==> src/rtl/scp_pkg.sv <==
// Shared types for the framed serial command port.
// Assumes: nothing beyond IEEE 1800-2017 packages.
package scp_pkg;

    // Control register; field order matches the tail bits of a group-0 frame.
    typedef struct packed {
        logic       bias_third;
        logic       seg_enable;
        logic [1:0] port_sel;
        logic [1:0] sleep_mode;
    } scp_ctrl_t;

    // Phase of the current chip-enable frame.
    typedef enum logic [1:0] {
        PH_ADDR  = 2'd0,
        PH_WRITE = 2'd1,
        PH_READ  = 2'd2,
        PH_SKIP  = 2'd3
    } scp_phase_e;

endpackage

==> src/rtl/scp_edge_det.sv <==
// Finds rising and falling serial clock edges and the chip-enable drop.
// Assumes the serial lines are already synchronous to clk and that each serial
// clock level lasts at least one clk period.
module scp_edge_det (
    input  logic clk,
    input  logic rst_n,
    input  logic ser_clk,
    input  logic ser_ce,
    output logic sck_rise,
    output logic sck_fall,
    output logic ce_fall
);
    logic sck_q;
    logic ce_q;

    // Remember the previous level of both framing lines.
    always_ff @(posedge clk) begin
        if (!rst_n) begin
            sck_q <= 1'b0;
            ce_q  <= 1'b0;
        end else begin
            sck_q <= ser_clk;
            ce_q  <= ser_ce;
        end
    end

    assign sck_rise = ser_ce & ser_clk & ~sck_q;
    assign sck_fall = ser_ce & ~ser_clk & sck_q;
    assign ce_fall  = ~ser_ce & ce_q;
endmodule

==> src/rtl/scp_frame_rx.sv <==
// Receives the address and the write payload of one chip-enable frame.
// Counts rising serial clock edges and flags a read start and a write commit.
// Assumes ADDR_W >= 2; the bit counter saturates one past the full frame, so
// longer frames never match.
module scp_frame_rx
    import scp_pkg::*;
#(
    parameter int              ADDR_W  = 8,
    parameter int              PAY_W   = 50,
    parameter logic [ADDR_W-1:0] WR_ADDR = 8'h42,
    parameter logic [ADDR_W-1:0] RD_ADDR = 8'h43
) (
    input  logic             clk,
    input  logic             rst_n,
    input  logic             ser_ce,
    input  logic             ser_din,
    input  logic             sck_rise,
    input  logic             ce_fall,
    output logic             rd_start,
    output logic             commit,
    output logic [PAY_W-1:0] pay_q
);
    localparam int FRAME_W = ADDR_W + PAY_W;
    localparam int CNT_W   = $clog2(FRAME_W + 2);
    localparam logic [CNT_W-1:0] CNT_MAX   = CNT_W'(FRAME_W + 1);
    localparam logic [CNT_W-1:0] CNT_FULL  = CNT_W'(FRAME_W);
    localparam logic [CNT_W-1:0] ADDR_LAST = CNT_W'(ADDR_W - 1);

    logic [CNT_W-1:0]  cnt_q;
    logic [ADDR_W-1:0] addr_q;
    logic [ADDR_W-1:0] addr_next;
    scp_phase_e        phase_q;

    assign addr_next = {ser_din, addr_q[ADDR_W-1:1]};

    // Count edges, collect the address, then the payload if writing.
    always_ff @(posedge clk) begin
        if (!rst_n) begin
            cnt_q   <= '0;
            addr_q  <= '0;
            pay_q   <= '0;
            phase_q <= PH_ADDR;
        end else if (!ser_ce) begin
            cnt_q   <= '0;
            phase_q <= PH_ADDR;
        end else if (sck_rise) begin
            if (cnt_q != CNT_MAX) cnt_q <= cnt_q + 1'b1;
            case (phase_q)
                PH_ADDR: begin
                    addr_q <= addr_next;
                    if (cnt_q == ADDR_LAST) begin
                        if (addr_next == WR_ADDR)      phase_q <= PH_WRITE;
                        else if (addr_next == RD_ADDR) phase_q <= PH_READ;
                        else                           phase_q <= PH_SKIP;
                    end
                end
                PH_WRITE: pay_q <= {ser_din, pay_q[PAY_W-1:1]};
                default: ;
            endcase
        end
    end

    assign rd_start = sck_rise && (phase_q == PH_ADDR) && (cnt_q == ADDR_LAST)
                      && (addr_next == RD_ADDR);
    assign commit   = ce_fall && (phase_q == PH_WRITE) && (cnt_q == CNT_FULL);
endmodule

==> src/rtl/scp_read_tx.sv <==
// Shifts a captured word out on falling serial clock edges, LSB first.
// Holds the line released (1) outside a read or once the word is exhausted.
// Assumes load and a falling edge never occur in the same cycle.
module scp_read_tx #(
    parameter int RD_W = 31
) (
    input  logic            clk,
    input  logic            rst_n,
    input  logic            ser_ce,
    input  logic            load,
    input  logic [RD_W-1:0] load_word,
    input  logic            sck_fall,
    output logic            dout
);
    localparam int LEFT_W = $clog2(RD_W + 1);

    logic [RD_W-1:0]   sh_q;
    logic [LEFT_W-1:0] left_q;

    // Snapshot on load, present one bit per fall, release otherwise.
    always_ff @(posedge clk) begin
        if (!rst_n) begin
            sh_q   <= '0;
            left_q <= '0;
            dout   <= 1'b1;
        end else if (!ser_ce) begin
            left_q <= '0;
            dout   <= 1'b1;
        end else if (load) begin
            sh_q   <= load_word;
            left_q <= LEFT_W'(RD_W);
        end else if (sck_fall) begin
            if (left_q != '0) begin
                dout   <= sh_q[0];
                sh_q   <= sh_q >> 1;
                left_q <= left_q - 1'b1;
            end else begin
                dout   <= 1'b1;
            end
        end
    end
endmodule

==> src/rtl/serial_cmd_port.sv <==
// Framed serial command port: a chip-enable framed slave that loads display
// groups and control bits, and returns key data with a sleep acknowledge.
// Assumes all inputs are synchronous to clk; ser_dout = 1 means released.
module serial_cmd_port
    import scp_pkg::*;
#(
    parameter int               ADDR_W   = 8,
    parameter int               GRP_BITS = 42,
    parameter int               NUM_GRP  = 3,
    parameter int               KEY_W    = 30,
    parameter logic [ADDR_W-1:0] WR_ADDR = 8'h42,
    parameter logic [ADDR_W-1:0] RD_ADDR = 8'h43
) (
    input  logic                        clk,
    input  logic                        rst_n,
    input  logic                        ser_ce,
    input  logic                        ser_clk,
    input  logic                        ser_din,
    output logic                        ser_dout,
    input  logic [KEY_W-1:0]            key_in,
    input  logic                        sleep_ack,
    output logic [GRP_BITS*NUM_GRP-1:0] disp_mem,
    output logic [1:0]                  sleep_mode,
    output logic [1:0]                  port_sel,
    output logic                        seg_enable,
    output logic                        bias_third
);
    localparam int DISP_W = GRP_BITS * NUM_GRP;
    localparam int TAIL_W = $bits(scp_ctrl_t);
    localparam int GID_W  = (NUM_GRP > 1) ? $clog2(NUM_GRP) : 1;
    localparam int PAY_W  = GRP_BITS + TAIL_W + GID_W;
    localparam int RD_W   = KEY_W + 1;

    logic             sck_rise, sck_fall, ce_fall;
    logic             rd_start, commit;
    logic [PAY_W-1:0] pay;
    logic [GID_W-1:0] grp_id;
    scp_ctrl_t        ctrl_q;
    logic [GRP_BITS-1:0] grp_q [NUM_GRP];

    scp_edge_det u_edge (
        .clk      (clk),
        .rst_n    (rst_n),
        .ser_clk  (ser_clk),
        .ser_ce   (ser_ce),
        .sck_rise (sck_rise),
        .sck_fall (sck_fall),
        .ce_fall  (ce_fall)
    );

    scp_frame_rx #(
        .ADDR_W  (ADDR_W),
        .PAY_W   (PAY_W),
        .WR_ADDR (WR_ADDR),
        .RD_ADDR (RD_ADDR)
    ) u_rx (
        .clk      (clk),
        .rst_n    (rst_n),
        .ser_ce   (ser_ce),
        .ser_din  (ser_din),
        .sck_rise (sck_rise),
        .ce_fall  (ce_fall),
        .rd_start (rd_start),
        .commit   (commit),
        .pay_q    (pay)
    );

    scp_read_tx #(
        .RD_W (RD_W)
    ) u_tx (
        .clk       (clk),
        .rst_n     (rst_n),
        .ser_ce    (ser_ce),
        .load      (rd_start),
        .load_word ({sleep_ack, key_in}),
        .sck_fall  (sck_fall),
        .dout      (ser_dout)
    );

    assign grp_id = pay[PAY_W-1 -: GID_W];

    // One register bank per display group, loaded when its number commits.
    for (genvar g = 0; g < NUM_GRP; g++) begin : g_grp
        always_ff @(posedge clk) begin
            if (!rst_n)                                   grp_q[g] <= '0;
            else if (commit && (grp_id == GID_W'(g)))     grp_q[g] <= pay[GRP_BITS-1:0];
        end
        assign disp_mem[g*GRP_BITS +: GRP_BITS] = grp_q[g];
    end

    // Control register follows the tail of a committed group 0 only.
    always_ff @(posedge clk) begin
        if (!rst_n)                          ctrl_q <= '0;
        else if (commit && (grp_id == '0))   ctrl_q <= scp_ctrl_t'(pay[GRP_BITS +: TAIL_W]);
    end

    assign sleep_mode = ctrl_q.sleep_mode;
    assign port_sel   = ctrl_q.port_sel;
    assign seg_enable = ctrl_q.seg_enable;
    assign bias_third = ctrl_q.bias_third;
endmodule

==> config.mk <==
export PLATFORM = sky130hd
export DESIGN_NAME = serial_cmd_port
export DESIGN_NICKNAME = d
export VERILOG_FILES = /design/src/rtl/scp_pkg.sv /design/src/rtl/scp_edge_det.sv /design/src/rtl/scp_frame_rx.sv /design/src/rtl/scp_read_tx.sv /design/src/rtl/serial_cmd_port.sv
export SDC_FILE = /design/constraint.sdc
export NUM_CORES = 1
export LEC_CHECK = 0
export ABC_CLOCK_PERIOD_IN_PS = 15900
export BUFFER_PORTS_ARGS = -buffer_cell sky130_fd_sc_hd__buf_2
export CAP_MARGIN = 20
export CORE_AREA = 5 5 152 154
export CTS_BUF_LIST = sky130_fd_sc_hd__clkbuf_8 sky130_fd_sc_hd__clkbuf_16
export DETAILED_ROUTE_END_ITERATION = 6
export DIE_AREA = 0 0 157 159
export PLACE_DENSITY = 0.64
export SYNTH_ARGS = -nofsm -noshare
export SYNTH_HDL_FRONTEND = slang
export SYNTH_SLANG_ARGS = --single-unit
==> constraint.sdc <==
create_clock -name clk -period 15.9 [get_ports clk]
set_input_delay 3.975 -clock clk [delete_from_list [all_inputs] [get_ports clk]]
set_output_delay 3.975 -clock clk [all_outputs]
set_load 0.1 [all_outputs]
======== After elaboration in Yosys (flattened, before gate mapping) ========
Memory sizes are Yosys's and may differ from the RTL's.
Cells that the tools add are included.
cells by class
  mux-type cells .......................... 22
  add/sub/neg operators ................... 2
  reduce and logical (&&, ||, !) cells .... 21
  bitwise logic cells ..................... 12
  equal/unequal tests ..................... 8
operators by type and width
  cell                                                                 count
  42-bit 2-to-1 mux                                                    3
  31-bit 2-to-1 mux                                                    3
  8-bit by 7-bit == test with 1-bit output (second input constant)     2
  5-bit 2-to-1 mux                                                     3
  1-bit 2-to-1 mux                                                     12
  3-bit AND reduction                                                  4
  1-bit logical AND                                                    8
  2-bit AND reduction                                                  4
  6-bit by 1-bit adder with 6-bit output (second input constant)       1
  6-bit by 3-bit == test with 1-bit output (second input constant)     1
  6-bit == test (second input constant)                                1
  6-bit != test (second input constant)                                1
  1-bit bitwise AND                                                    5
  5-bit nonzero test                                                   1
  5-bit by 1-bit subtractor with 5-bit output (second input constant)  1
  2-bit by 1-bit == test with 1-bit output (second input constant)     2
  2-bit zero test                                                      2
  1-bit NOT                                                            4
  2-bit nonzero test                                                   2
  1-bit OR                                                             3
  2-bit == test (second input constant)                                1
  2-bit 2-to-1 mux                                                     1
word-level totals
  word-level logic and storage cells ...... 79
  register bits after elaboration ......... 111
  memories kept ........................... 1
  bits in writable memories ............... 126
  output and inout port bits .............. 133
memories
  name   depth  bits a word  rd ports  clocked after Yosys merged registers in  wr ports  line                   source
  grp_q  3      42           3         0                                        3         serial_cmd_port.sv:39  logic [GRP_BITS-1:0] grp_q [NUM_GRP];

======== Depth between registers and ports, before layout ========
Gate-level depths: netlist (run 1).
  depth after elaboration ................. 9
  depth in mapped cells ................... 7
  depth with buffers taken out ............ 6

======== By module ========
From an unflattened synthesis (run 1), not the netlist that was laid out.
second synthesis, totals
  cells, all modules ...................... 855
  area total of the unflattened synthesis .. 9445.3 um^2
modules (own cells, without submodules)
  module           times used  cells an instance  area each (um^2)
  serial_cmd_port  1           352                4903.5
  scp_frame_rx     1           289                2528.7
  scp_read_tx      1           207                1935.6
  scp_edge_det     1           7                  77.6

======== Worst setup path before layout (run 1) ========
No wires, ideal clock.
  kind .................................... input to register
  start ................................... input port ser_ce
  end ..................................... memory grp_q[2][0], enable pin
  setup time .............................. 500 ps
  slack ................................... 7922 ps
  cell stages on the path ................. 3
  path buffers ............................ 0
  data arrival time ....................... 7478 ps
  path through ............................ and4bb_2 > nand4b_1 > o21ai_0
RTL lines
  element      line                   source
  from (decl)  serial_cmd_port.sv:16  input logic ser_ce,
  to (decl)    serial_cmd_port.sv:39

==> summary.txt, run 1 <==
Synth
  • Sequential area share after synthesis: 0.654
  • Synth Area in Adders: 0.00410
  • Avg Synthesized Cell Area: 11.6 um2
  • Largest family of logic cells by synthesized area: simple AND/OR/NAND/NOR gates
  • Mapped Nets: 826
  • Post-synth top area share: 0.414
  • Post-Synth XOR/XNOR Area: 0.00574
  • Largest cells by area after synthesis: edfxtp_1 (41%), dfxtp_1 (24%), and2_1 (8.8%), nand2_1 (6.8%), a311oi_2 (3.9%)
  • Post-Syn Area: 0.00915 mm2
  • Synth top cells by count: nand2_1 (166), and2_1 (128), edfxtp_1 (126)
  • Post-synth EDFFs: 126
  • Most numerous cell in the Yosys netlist: nand2_1
  • Synth async-reset ratio: 0
  • Post-synthesis simple-gate area fraction: 0.202
  • Synth unique cells: 45
  • Post-synthesis mux area share: 0.00998
  • Yosys warns: 0
  • Synth Flop Type: edfxtp_1
  • Complex-gate fraction of the synthesized area: 0.0933
  • Synth area leader: edfxtp_1
  • Mapped Cells: 787
  • Synthesis-stage register bit count: 236

Timing
  • Fin crit share: 0.361
  • RSZ-0062 raised after global routing: no
  • Setup TNS: 0 ns
  • Worst setup margin: 10.16 ns
  • Finish-stage setup viols: 0
  • Rel. slew slack: 0.442
  • Clock skew: 0.00971 ns
  • Worst-Margin Slew: 0.835 ns
  • Hold violation total from the final report: 0
  • Crit path time final: 5.74 ns
  • Fin. max-slew vios: 0
  • F_max: 0.174 GHz

Drt
  • Via density: 4.93
  • Vias: 6,123
  • Initial drt markers: 305
  • First-pass DRT Iterations: 4
  • Residual DRC: 0
  • DR WL/cell: 15.7 um
  • Antenna-violating nets left: 0
  • WL final: 19.6 mm

Floorplanning
  • Ports: 169
  • Core area: 0.0216 mm2
  • Num rows: 54
  • DIE WIDTH: 157 um
  • Die area: 0.0250 mm2
  • DIE HEIGHT: 159 um
  • Initial Util: 0.424

Global route
  • Vias in the first global route: 5,962
  • Antenna violations before repair: 3
  • Total track usage: 0.154
  • First-pass GRT wire length: 31.7 mm
  • GRT overflow: 0
  • Largest net degree at the start of global routing: 60

Place
  • DPL Wire Length: 12.2 mm
  • Placed instance area: 0.0103 mm2
  • Worst setup slack after placement: 9.64 ns
  • Gp weighted congestion: 0.709
  • Placed Cells: 1,197
  • PortBufs: 168

Setup path
  • Setup CP Type: in -> reg
  • Max FO, Critical Path: 33
  • Element type at the critical path start: primary input
  • CP Capture Type: register
  • Req. time, crit path: 16.05 ns
  • Data arrival time of the critical path: 5.89 ns

Clock tree
  • CTS Buffer Depth: 3
  • Post_cts resized: 0
  • Clk sink count: 236
  • Total CTS buffers: 25
  • Clock Tree Root: clkbuf_16
  • H-tree depth: 1
  • Clk_lat worst skew: 0.50 ns
  • CTS tree: yes
  • Post-CTS Setup Inserts: 0
  • Hold buffer count at CTS: 0
  • Reg clk slew, reported paths: 0.06 ns

Job
  • Max-cap violations: 0

Hold path
  • Worst Hold Class: reg -> reg

Pwr
  • P_leak: 4.03 nW
  • Cell Pwr Density: 122 mW/mm2
  • Peak supply drop: 0.0000686 V

Final layout
  • Final net count: 983
  • Fill cells: 1,908
  • Area Growth Syn to Fin: 20.2%
  • Share of post-route cells with drive strength above 1: 0.257
  • Design area: 0.0110 mm2
  • Finished Layout Cells: 1,242
  • N_diodes: 0

Outcome
  • Status: complete, no violations
path summary, 6_finish.rpt:
kind / from / end / slack (ns) / cells after the start
worst min register to register: u_rx.pay_q[43] / u_rx.pay_q[42] / 0.46 / 2
worst max register to register: u_rx.addr_q[3] / u_tx.sh_q[15] / 13.38 / 5
worst max-delay path: ser_ce / grp_q[0][11] / 10.16 / 6
worst min-delay path: u_rx.pay_q[43] / u_rx.pay_q[42] / 0.46 / 2
worst max-delay path, cell delays in order:
cell      delay [ns]
buf_2           0.12
and4bb_2        0.31
nand4b_1        0.35
o21a_1          0.41
clkinv_1        0.25
buf_4           0.45
cell families (layout without fill, tap and decap cells):
| kind of cell | count (synthesis) | after routing |
|---|---|---|
| mux | 9 | 9 |
| fa+ha+maj | 3 | 3 |
| buf+inv | 61 | 236 |
| compound gates | 108 | 108 |
| xor+xnor | 6 | 6 |
| simple gates | 364 | 364 |
| flops | 236 | 236 |
per-layer routing:
metal | vias up | track usage | wire length [um]
met5 | - | 0 | 28
met2 | 179 | 0.245 | 8950
met4 | 6 | 0.0320 | 248
met3 | 24 | 0.0364 | 1590
met1 | 2882 | 0.216 | 8730
li1 | 3032 | - | -
cell type report:
type	instances	area (um2)	area share
Sequential cell	236	5990	0.544
Multi-Input combinational cell	490	2930	0.266
Timing Repair Buffer	181	958	0.0871
Clock buffer	25	626	0.0569
Tap cell	280	350	0.0319
Clock inverter	20	111	0.0101
Inverter	10	38.8	0.00353
power breakdown:
part | switching (W) | total, W | leakage [nW] | internal [W]
clock | 0.000221 | 0.000521 | 0.397 | 0.000300
combinational | 0.000146 | 0.000163 | 1.55 | 0.0000164
sequential | 0.00000552 | 0.000663 | 2.08 | 0.000657
total | 0.000373 | 0.00135 | 4.03 | 0.000973
metrics by stage:
stage	total power, W	utilization	hold slack [ns]
CTS	0.00136	0.510	0.467
global placement	0.000839	0.475	0.457
floorplan	0.000813	-	0.441
global route	0.00140	0.510	0.487
detailed placement	0.000840	0.476	0.458
finish	0.00135	0.510	0.464
registers in the layout, summed over array words and instances, names as in the netlist:
signal	flops
grp_q	126
u_rx.pay_q	50
u_tx.sh_q	31
u_rx.addr_q	7
u_rx.cnt_q	6
u_tx.left_q	5
port_sel	2
sleep_mode	2
u_rx.phase_q	2
bias_third	1
seg_enable	1
u_edge.ce_q	1
u_edge.sck_q	1
u_tx.dout	1
cells in the final DEF, fill, tap and decap left out, types with 3 or more instances in the layout:
cell / count
a22o_1: 6
nor2_1: 13
edfxtp_1: 126
nand3_1: 3
xnor2_1: 5
dfxtp_1: 110
buf_4: 12
o21a_1: 4
ha_1: 3
a311oi_2: 24
buf_2: 168
a21oi_1: 58
nor3_1: 33
a311oi_1: 6
nor3_4: 3
mux2i_1: 8
clkbuf_16: 25
clkinv_1: 6
nand2_1: 166
inv_1: 19
and2_1: 128
No activity file was read; power rests on OpenSTA's default activity.
==> run 2: changes to the inputs <==
--- a/config.mk
+++ b/config.mk
@@ -5,7 +5,7 @@
 export SDC_FILE = /design/constraint.sdc
 export NUM_CORES = 1
 export LEC_CHECK = 0
-export ABC_CLOCK_PERIOD_IN_PS = 15900
+export ABC_CLOCK_PERIOD_IN_PS = 5700
 export BUFFER_PORTS_ARGS = -buffer_cell sky130_fd_sc_hd__buf_2
 export CAP_MARGIN = 20
 export CORE_AREA = 5 5 152 154
==> constraint.sdc (replaced) <==
create_clock -name clk -period 5.7 [get_ports clk]
set_input_delay 1.425 -clock clk [delete_from_list [all_inputs] [get_ports clk]]
set_output_delay 1.425 -clock clk [all_outputs]
set_load 0.1 [all_outputs]
==> run 2 against run 1 <==
Sequential share of layout area shrank 0.062 points. Total power rose to 2.8 times the previous value. Sequential power grew to 2.8 times the previous value. Clock skew shrank 0.00080 ns. First-iteration DRC count rose by 4.3%. Worst hold slack improved by 0.0024 ns. Die area unchanged. Critical path depth is the same.
==> summary.txt, run 2 (synthesis results as in run 1) <==
Pwr
  • Overall power consumption: 0.00376 W
  • Cell Pwr Density: 341 mW/mm2
  • Peak supply drop: 0.000180 V
  • P_leak: 4.05 nW

Floorplanning
  • DIE WIDTH: 157 um
  • Ports: 169
  • Initial Util: 0.424
  • DIE HEIGHT: 159 um
  • Core area: 0.0216 mm2
  • Num rows: 54
  • Die area: 0.0250 mm2

Final layout
  • Final net count: 984
  • Commonest non-fill, non-tap cell in the layout: buf_2
  • Post-layout util: 0.511
  • Area of the multi-input gates: 0.00293 mm2
  • Max reg flops: 126
  • Area Growth Syn to Fin: 20.4%
  • Largest register by flop count: grp_q
  • Biggest regs: grp_q x126, u_rx.pay_q x50, u_tx.sh_q x31
  • Fill cells: 1,900
  • Reg area: 0.00599 mm2
  • Share of post-route cells with drive strength above 1: 0.262
  • Commonest cells after routing, fill and taps aside: buf_2 (168), nand2_1 (166), and2_1 (128)
  • Finished Layout Cells: 1,243
  • N_diodes: 0

Timing
  • Worst-Margin Slew: 0.856 ns
  • Hold violation total from the final report: 0
  • Clock skew: 0.00891 ns
  • Fin crit share: 0.544
  • Fin. max-slew vios: 0
  • RSZ-0062 raised after global routing: no
  • Rel. slew slack: 0.428
  • Finish-stage setup viols: 0
  • F_max: 0.323 GHz
  • Setup TNS: 0 ns
  • Worst hold slack: 0.466 ns
  • Crit path time final: 3.10 ns

Drt
  • WL final: 19.7 mm
  • DR WL/cell: 15.8 um
  • Via density: 4.92
  • Vias: 6,113
  • Initial drt markers: 318
  • Residual DRC: 0
  • First-pass DRT Iterations: 4
  • Antenna-violating nets left: 0

Global route
  • Largest net degree at the start of global routing: 51
  • GRT overflow: 0
  • First-pass GRT wire length: 32.0 mm
  • Total track usage: 0.154
  • Antenna violations before repair: 3
  • Vias in the first global route: 6,240

Clock tree
  • CTS tree: yes
  • Total CTS buffers: 25
  • Clk sink count: 236
  • H-tree depth: 1
  • Post_cts resized: 0
  • Post-CTS Setup Inserts: 0
  • CTS Buffer Depth: 3
  • Clock Tree Root: clkbuf_16
  • Clk_lat worst skew: 0.50 ns
  • Hold buffer count at CTS: 0
  • Reg clk slew, reported paths: 0.06 ns

Setup path
  • Crit path max-delay family: simple AND/OR/NAND/NOR gates
  • Req. time, crit path: 6.10 ns
  • Element type at the critical path start: primary input
  • Crit path largest cell delay: 0.70 ns
  • Worst path buffer plus inverter count: 2
  • CP max-delay cell: nand4_2
  • Data arrival time of the critical path: 3.50 ns
  • CP Capture Type: register
  • Crit path cell chain: buf_2, nor2b_1, nand4_2, or2_1, buf_4, a311oi_1
  • Setup CP Type: in -> reg
  • Max FO, Critical Path: 36

Job
  • Max-cap violations: 0

Place
  • Gp weighted congestion: 0.726
  • PortBufs: 168
  • Placed Cells: 1,197
  • DPL Wire Length: 12.4 mm

Outcome
  • Status: complete, no violations

Hold path
  • Worst Hold Class: reg -> reg
## run 2: changes by cell type in the layout (fill, tap and decap cells not counted)
cell and change:
buf_4 +1, bufinv_16 -1, clkbuf_8 +3, clkinv_1 -3, clkinv_2 +2, clkinvlp_4 -1
inv_1 -1, inv_4 +1
## run 2: per-layer routing
metal | up-vias | part of all wire | track usage | wire length [um]
met5 | - | 0.0012 | 0 | 23
met4 | 6 | 0.014 | 0.0292 | 269
met3 | 30 | 0.073 | 0.0329 | 1440
met2 | 170 | 0.46 | 0.258 | 8970
met1 | 2870 | 0.46 | 0.209 | 8960
li1 | 3037 | - | - | -
## run 2: final cells by class
type,instances,area share
repair buffers,182,0.0877
flip-flops and latches,236,0.544
well taps,280,0.0318
clock inverters,17,0.00682
inverters,10,0.00352
multi-input cells,490,0.266
clock buffers,28,0.0606
## run 2: path summary, 6_finish.rpt
check / from / end / slack (ns) / cells past startpoint
min reg2reg: u_rx.pay_q[45] / u_rx.pay_q[44] / 0.47 / 2
min: u_rx.pay_q[45] / u_rx.pay_q[44] / 0.47 / 2
max reg2reg: u_rx.addr_q[3] / u_tx.sh_q[2] / 3.15 / 5
max: ser_din / u_tx.sh_q[2] / 2.60 / 6
## run 2: report_power, final
| group | leakage, nW | switching, W | total (W) | internal, W |
|---|---|---|---|---|
| sequential | 2.08 | 0.0000157 | 0.00185 | 0.00183 |
| clock | 0.407 | 0.000620 | 0.00145 | 0.000832 |
| combinational | 1.56 | 0.000408 | 0.000456 | 0.0000479 |
| total | 4.05 | 0.00104 | 0.00376 | 0.00271 |
## run 2: through the flow
| stage | instance area (um2) | setup WS [ns] |
|---|---|---|
| finish | 11000 | 2.60 |
| global route | 11000 | 2.46 |
| CTS | 11000 | 2.52 |
| detailed placement | 10200 | 1.99 |
| global placement | 10200 | 2.03 |
| floorplan | 9150 | 0.272 |
## run 2: worst reg2reg max path: cells and delay by family (launching register included)
kind | cells | cell delay [ns]
buf+inv | 1 | 0.30
compound gates | 1 | 0.31
flops | 1 | 0.34
simple gates | 3 | 1.51
==> run 3: changes to the inputs <==
--- a/config.mk
+++ b/config.mk
@@ -5,14 +5,15 @@
 export SDC_FILE = /design/constraint.sdc
 export NUM_CORES = 1
 export LEC_CHECK = 0
-export ABC_CLOCK_PERIOD_IN_PS = 5700
+export ABC_AREA = 1
+export ABC_CLOCK_PERIOD_IN_PS = 2900
 export BUFFER_PORTS_ARGS = -buffer_cell sky130_fd_sc_hd__buf_2
 export CAP_MARGIN = 20
-export CORE_AREA = 5 5 152 154
+export CORE_AREA = 5 5 154 156
 export CTS_BUF_LIST = sky130_fd_sc_hd__clkbuf_8 sky130_fd_sc_hd__clkbuf_16
 export DETAILED_ROUTE_END_ITERATION = 6
-export DIE_AREA = 0 0 157 159
-export PLACE_DENSITY = 0.64
+export DIE_AREA = 0 0 159 161
+export PLACE_DENSITY = 0.63
 export SYNTH_ARGS = -nofsm -noshare
 export SYNTH_HDL_FRONTEND = slang
 export SYNTH_SLANG_ARGS = --single-unit
==> constraint.sdc (replaced) <==
create_clock -name clk -period 2.9 [get_ports clk]
set_input_delay 0.725 -clock clk [delete_from_list [all_inputs] [get_ports clk]]
set_output_delay 0.725 -clock clk [all_outputs]
set_load 0.1 [all_outputs]
==> run 3 against run 2 <==
Combinational power increased by 100%. Area after synthesis increased by 2.2%. Total power increased by 100%. Register-to-register slack got worse by 2.2 ns. Routed wire length increased by 4.9%. Critical path type is now reg -> out. Critical endpoint is now disp_mem[40]. Largest cell class unchanged. Largest power group unchanged.
==> summary.txt, run 3 <==
Synth
  • Synth top cells by count: nor2_1 (210), nand2_1 (142), edfxtp_1 (126)
  • Mapped Cells: 986
  • Sequential area share after synthesis: 0.640
  • Mapped Nets: 1,025
  • Synth area leader: edfxtp_1
  • Largest cells by area after synthesis: edfxtp_1 (40%), dfxtp_1 (24%), nor2_1 (8.4%), nand2_1 (5.7%), nand3_1 (4.7%)
  • Post-synth top area share: 0.405
  • Synth Flop Type: edfxtp_1
  • Synthesis-stage register bit count: 236
  • Post-synth EDFFs: 126
  • Yosys warns: 0
  • Synth async-reset ratio: 0
  • Most numerous cell in the Yosys netlist: nor2_1
  • Post-Syn Area: 0.00935 mm2
  • Synth unique cells: 32
  • Avg Synthesized Cell Area: 9.48 um2

Pwr
  • Peak supply drop: 0.000302 V
  • P_leak: 4.49 nW
  • Cell Pwr Density: 681 mW/mm2
  • Overall power consumption: 0.00763 W

Setup path
  • Crit path max-delay family: buffers and inverters
  • Reg-to-Reg Start: u_rx.cnt_q[0]
  • Crit path cell chain: buf_2
  • Setup CP Type: reg -> out
  • CP max-delay cell: buf_2
  • Crit path largest cell delay: 0.45 ns
  • Req. time, crit path: 2.17 ns
  • Data arrival time of the critical path: 1.33 ns
  • Critical path origin: grp_q[0][40]
  • CP Capture Type: output pin
  • Element type at the critical path start: register
  • Max FO, Critical Path: 1
  • Worst path buffer plus inverter count: 1

Clock tree
  • Reg clk slew, reported paths: 0.06 ns
  • Clk_lat worst skew: 0.51 ns
  • CTS Buffer Depth: 3
  • H-tree depth: 1
  • Post_cts resized: 0
  • Hold buffer count at CTS: 0
  • CTS tree: yes
  • Post-CTS Setup Inserts: 0
  • Clock Tree Root: clkbuf_16
  • Clk sink count: 236
  • Total CTS buffers: 25

Outcome
  • Status: complete, no violations

Global route
  • First-pass GRT wire length: 34.1 mm
  • Vias in the first global route: 6,654
  • Total track usage: 0.157
  • Largest net degree at the start of global routing: 51
  • GRT overflow: 0
  • Antenna violations before repair: 0

Floorplanning
  • Ports: 169
  • Initial Util: 0.421
  • DIE WIDTH: 159 um
  • Num rows: 55
  • Die area: 0.0256 mm2
  • DIE HEIGHT: 161 um
  • Core area: 0.0222 mm2

Timing
  • Fin. max-slew vios: 0
  • Finish-stage setup viols: 0
  • Setup TNS: 0 ns
  • Worst-Margin Slew: 0.584 ns
  • Fin crit share: 0.708
  • Worst hold slack: 0.456 ns
  • Rel. slew slack: 0.609
  • Clock skew: 0.0210 ns
  • F_max: 0.487 GHz
  • RSZ-0062 raised after global routing: no
  • Worst setup margin: 0.848 ns
  • Hold violation total from the final report: 0
  • Crit path time final: 2.05 ns

Final layout
  • Commonest cells after routing, fill and taps aside: nor2_1 (210), buf_2 (167), nand2_1 (140)
  • Max reg flops: 126
  • Post-layout util: 0.504
  • Largest register by flop count: grp_q
  • Biggest regs: grp_q x126, u_rx.pay_q x50, u_tx.sh_q x31
  • N_diodes: 0
  • Share of post-route cells with drive strength above 1: 0.207
  • Final net count: 1,182
  • Commonest non-fill, non-tap cell in the layout: nor2_1
  • Area Growth Syn to Fin: 19.9%

Drt
  • Via density: 4.76
  • Residual DRC: 0
  • WL final: 20.6 mm
  • Initial drt markers: 401
  • Vias: 6,891
  • First-pass DRT Iterations: 5
  • DR WL/cell: 14.3 um
  • Antenna-violating nets left: 0

Job
  • Max-cap violations: 0

Hold path
  • Hold wc startpoint: seg_enable
  • Worst Hold Class: reg -> reg

Place
  • DPL Wire Length: 13.3 mm
  • Worst setup slack after placement: 0.604 ns
  • PortBufs: 168
  • Gp weighted congestion: 0.777
-- run 3: cell types whose count changed after synthesis, sizes merged, moves of 21 or more --
cell / previous run / this run
inv: 10 / 103
o21ai: 5 / 62
buf: 20 / 41
nand3: 3 / 88
nor3: 36 / 6
and2: 128 / 0
nor2: 13 / 216
a311oi: 30 / 0
-- run 3: power breakdown --
part	switching [W]	internal, W	total (W)
Sequential	0.0000352	0.00361	0.00364
Clock	0.00127	0.00180	0.00308
Combinational	0.000812	0.000100	0.000912
Total	0.00212	0.00551	0.00763
-- run 3: area by class of cell --
| cell class | count | area [um2] |
|---|---|---|
| clock buffer | 27 | 653 |
| clock inverter | 19 | 145 |
| fill | 2091 | 11000 |
| inverter | 104 | 390 |
| multi-input combinational | 593 | 2680 |
| sequential | 236 | 5990 |
| tap | 285 | 357 |
| timing repair buffer | 183 | 1010 |
-- run 3: path summary, 6_finish.rpt --
check                           cells past startpoint      endpoint  slack, ns
worst max-delay path                                1  disp_mem[40]       0.85
worst min-delay path                                2    seg_enable       0.46
worst max register to register                      9  grp_q[0][25]       0.92
worst min register to register                      2    seg_enable       0.46
-- run 3: tightest hold or removal path, cell delays in order (launching register included) --
cell,delay (ns)
dfxtp_1,0.30
nand3_1,0.07
nand2_1,0.04
-- run 3: logic make-up (layout without fill, tap and decap cells) --
group,Yosys count,in the layout,share of synthesized area
xor+xnor,1,1,0.000937
simple gates,463,463,0.209
flops,236,236,0.640
fa+ha+maj,3,3,0.00401
buf+inv,157,333,0.0775
compound gates,126,126,0.0684
-- run 3: through the flow --
stage,std cells,area (um2)
2_1_floorplan,986,9370
3_3_place_gp,1401,10400
3_5_place_dp,1401,10400
4_1_cts,1447,11200
5_1_grt,1447,11200
6_report,1447,11200
-- run 3: per-layer routing --
metal,vias up,part of all wire,track usage
met4,0,0.013,0.0287
met3,23,0.072,0.0393
met2,179,0.46,0.257
li1,3517,-,-
met5,-,0,0
met1,3172,0.46,0.215
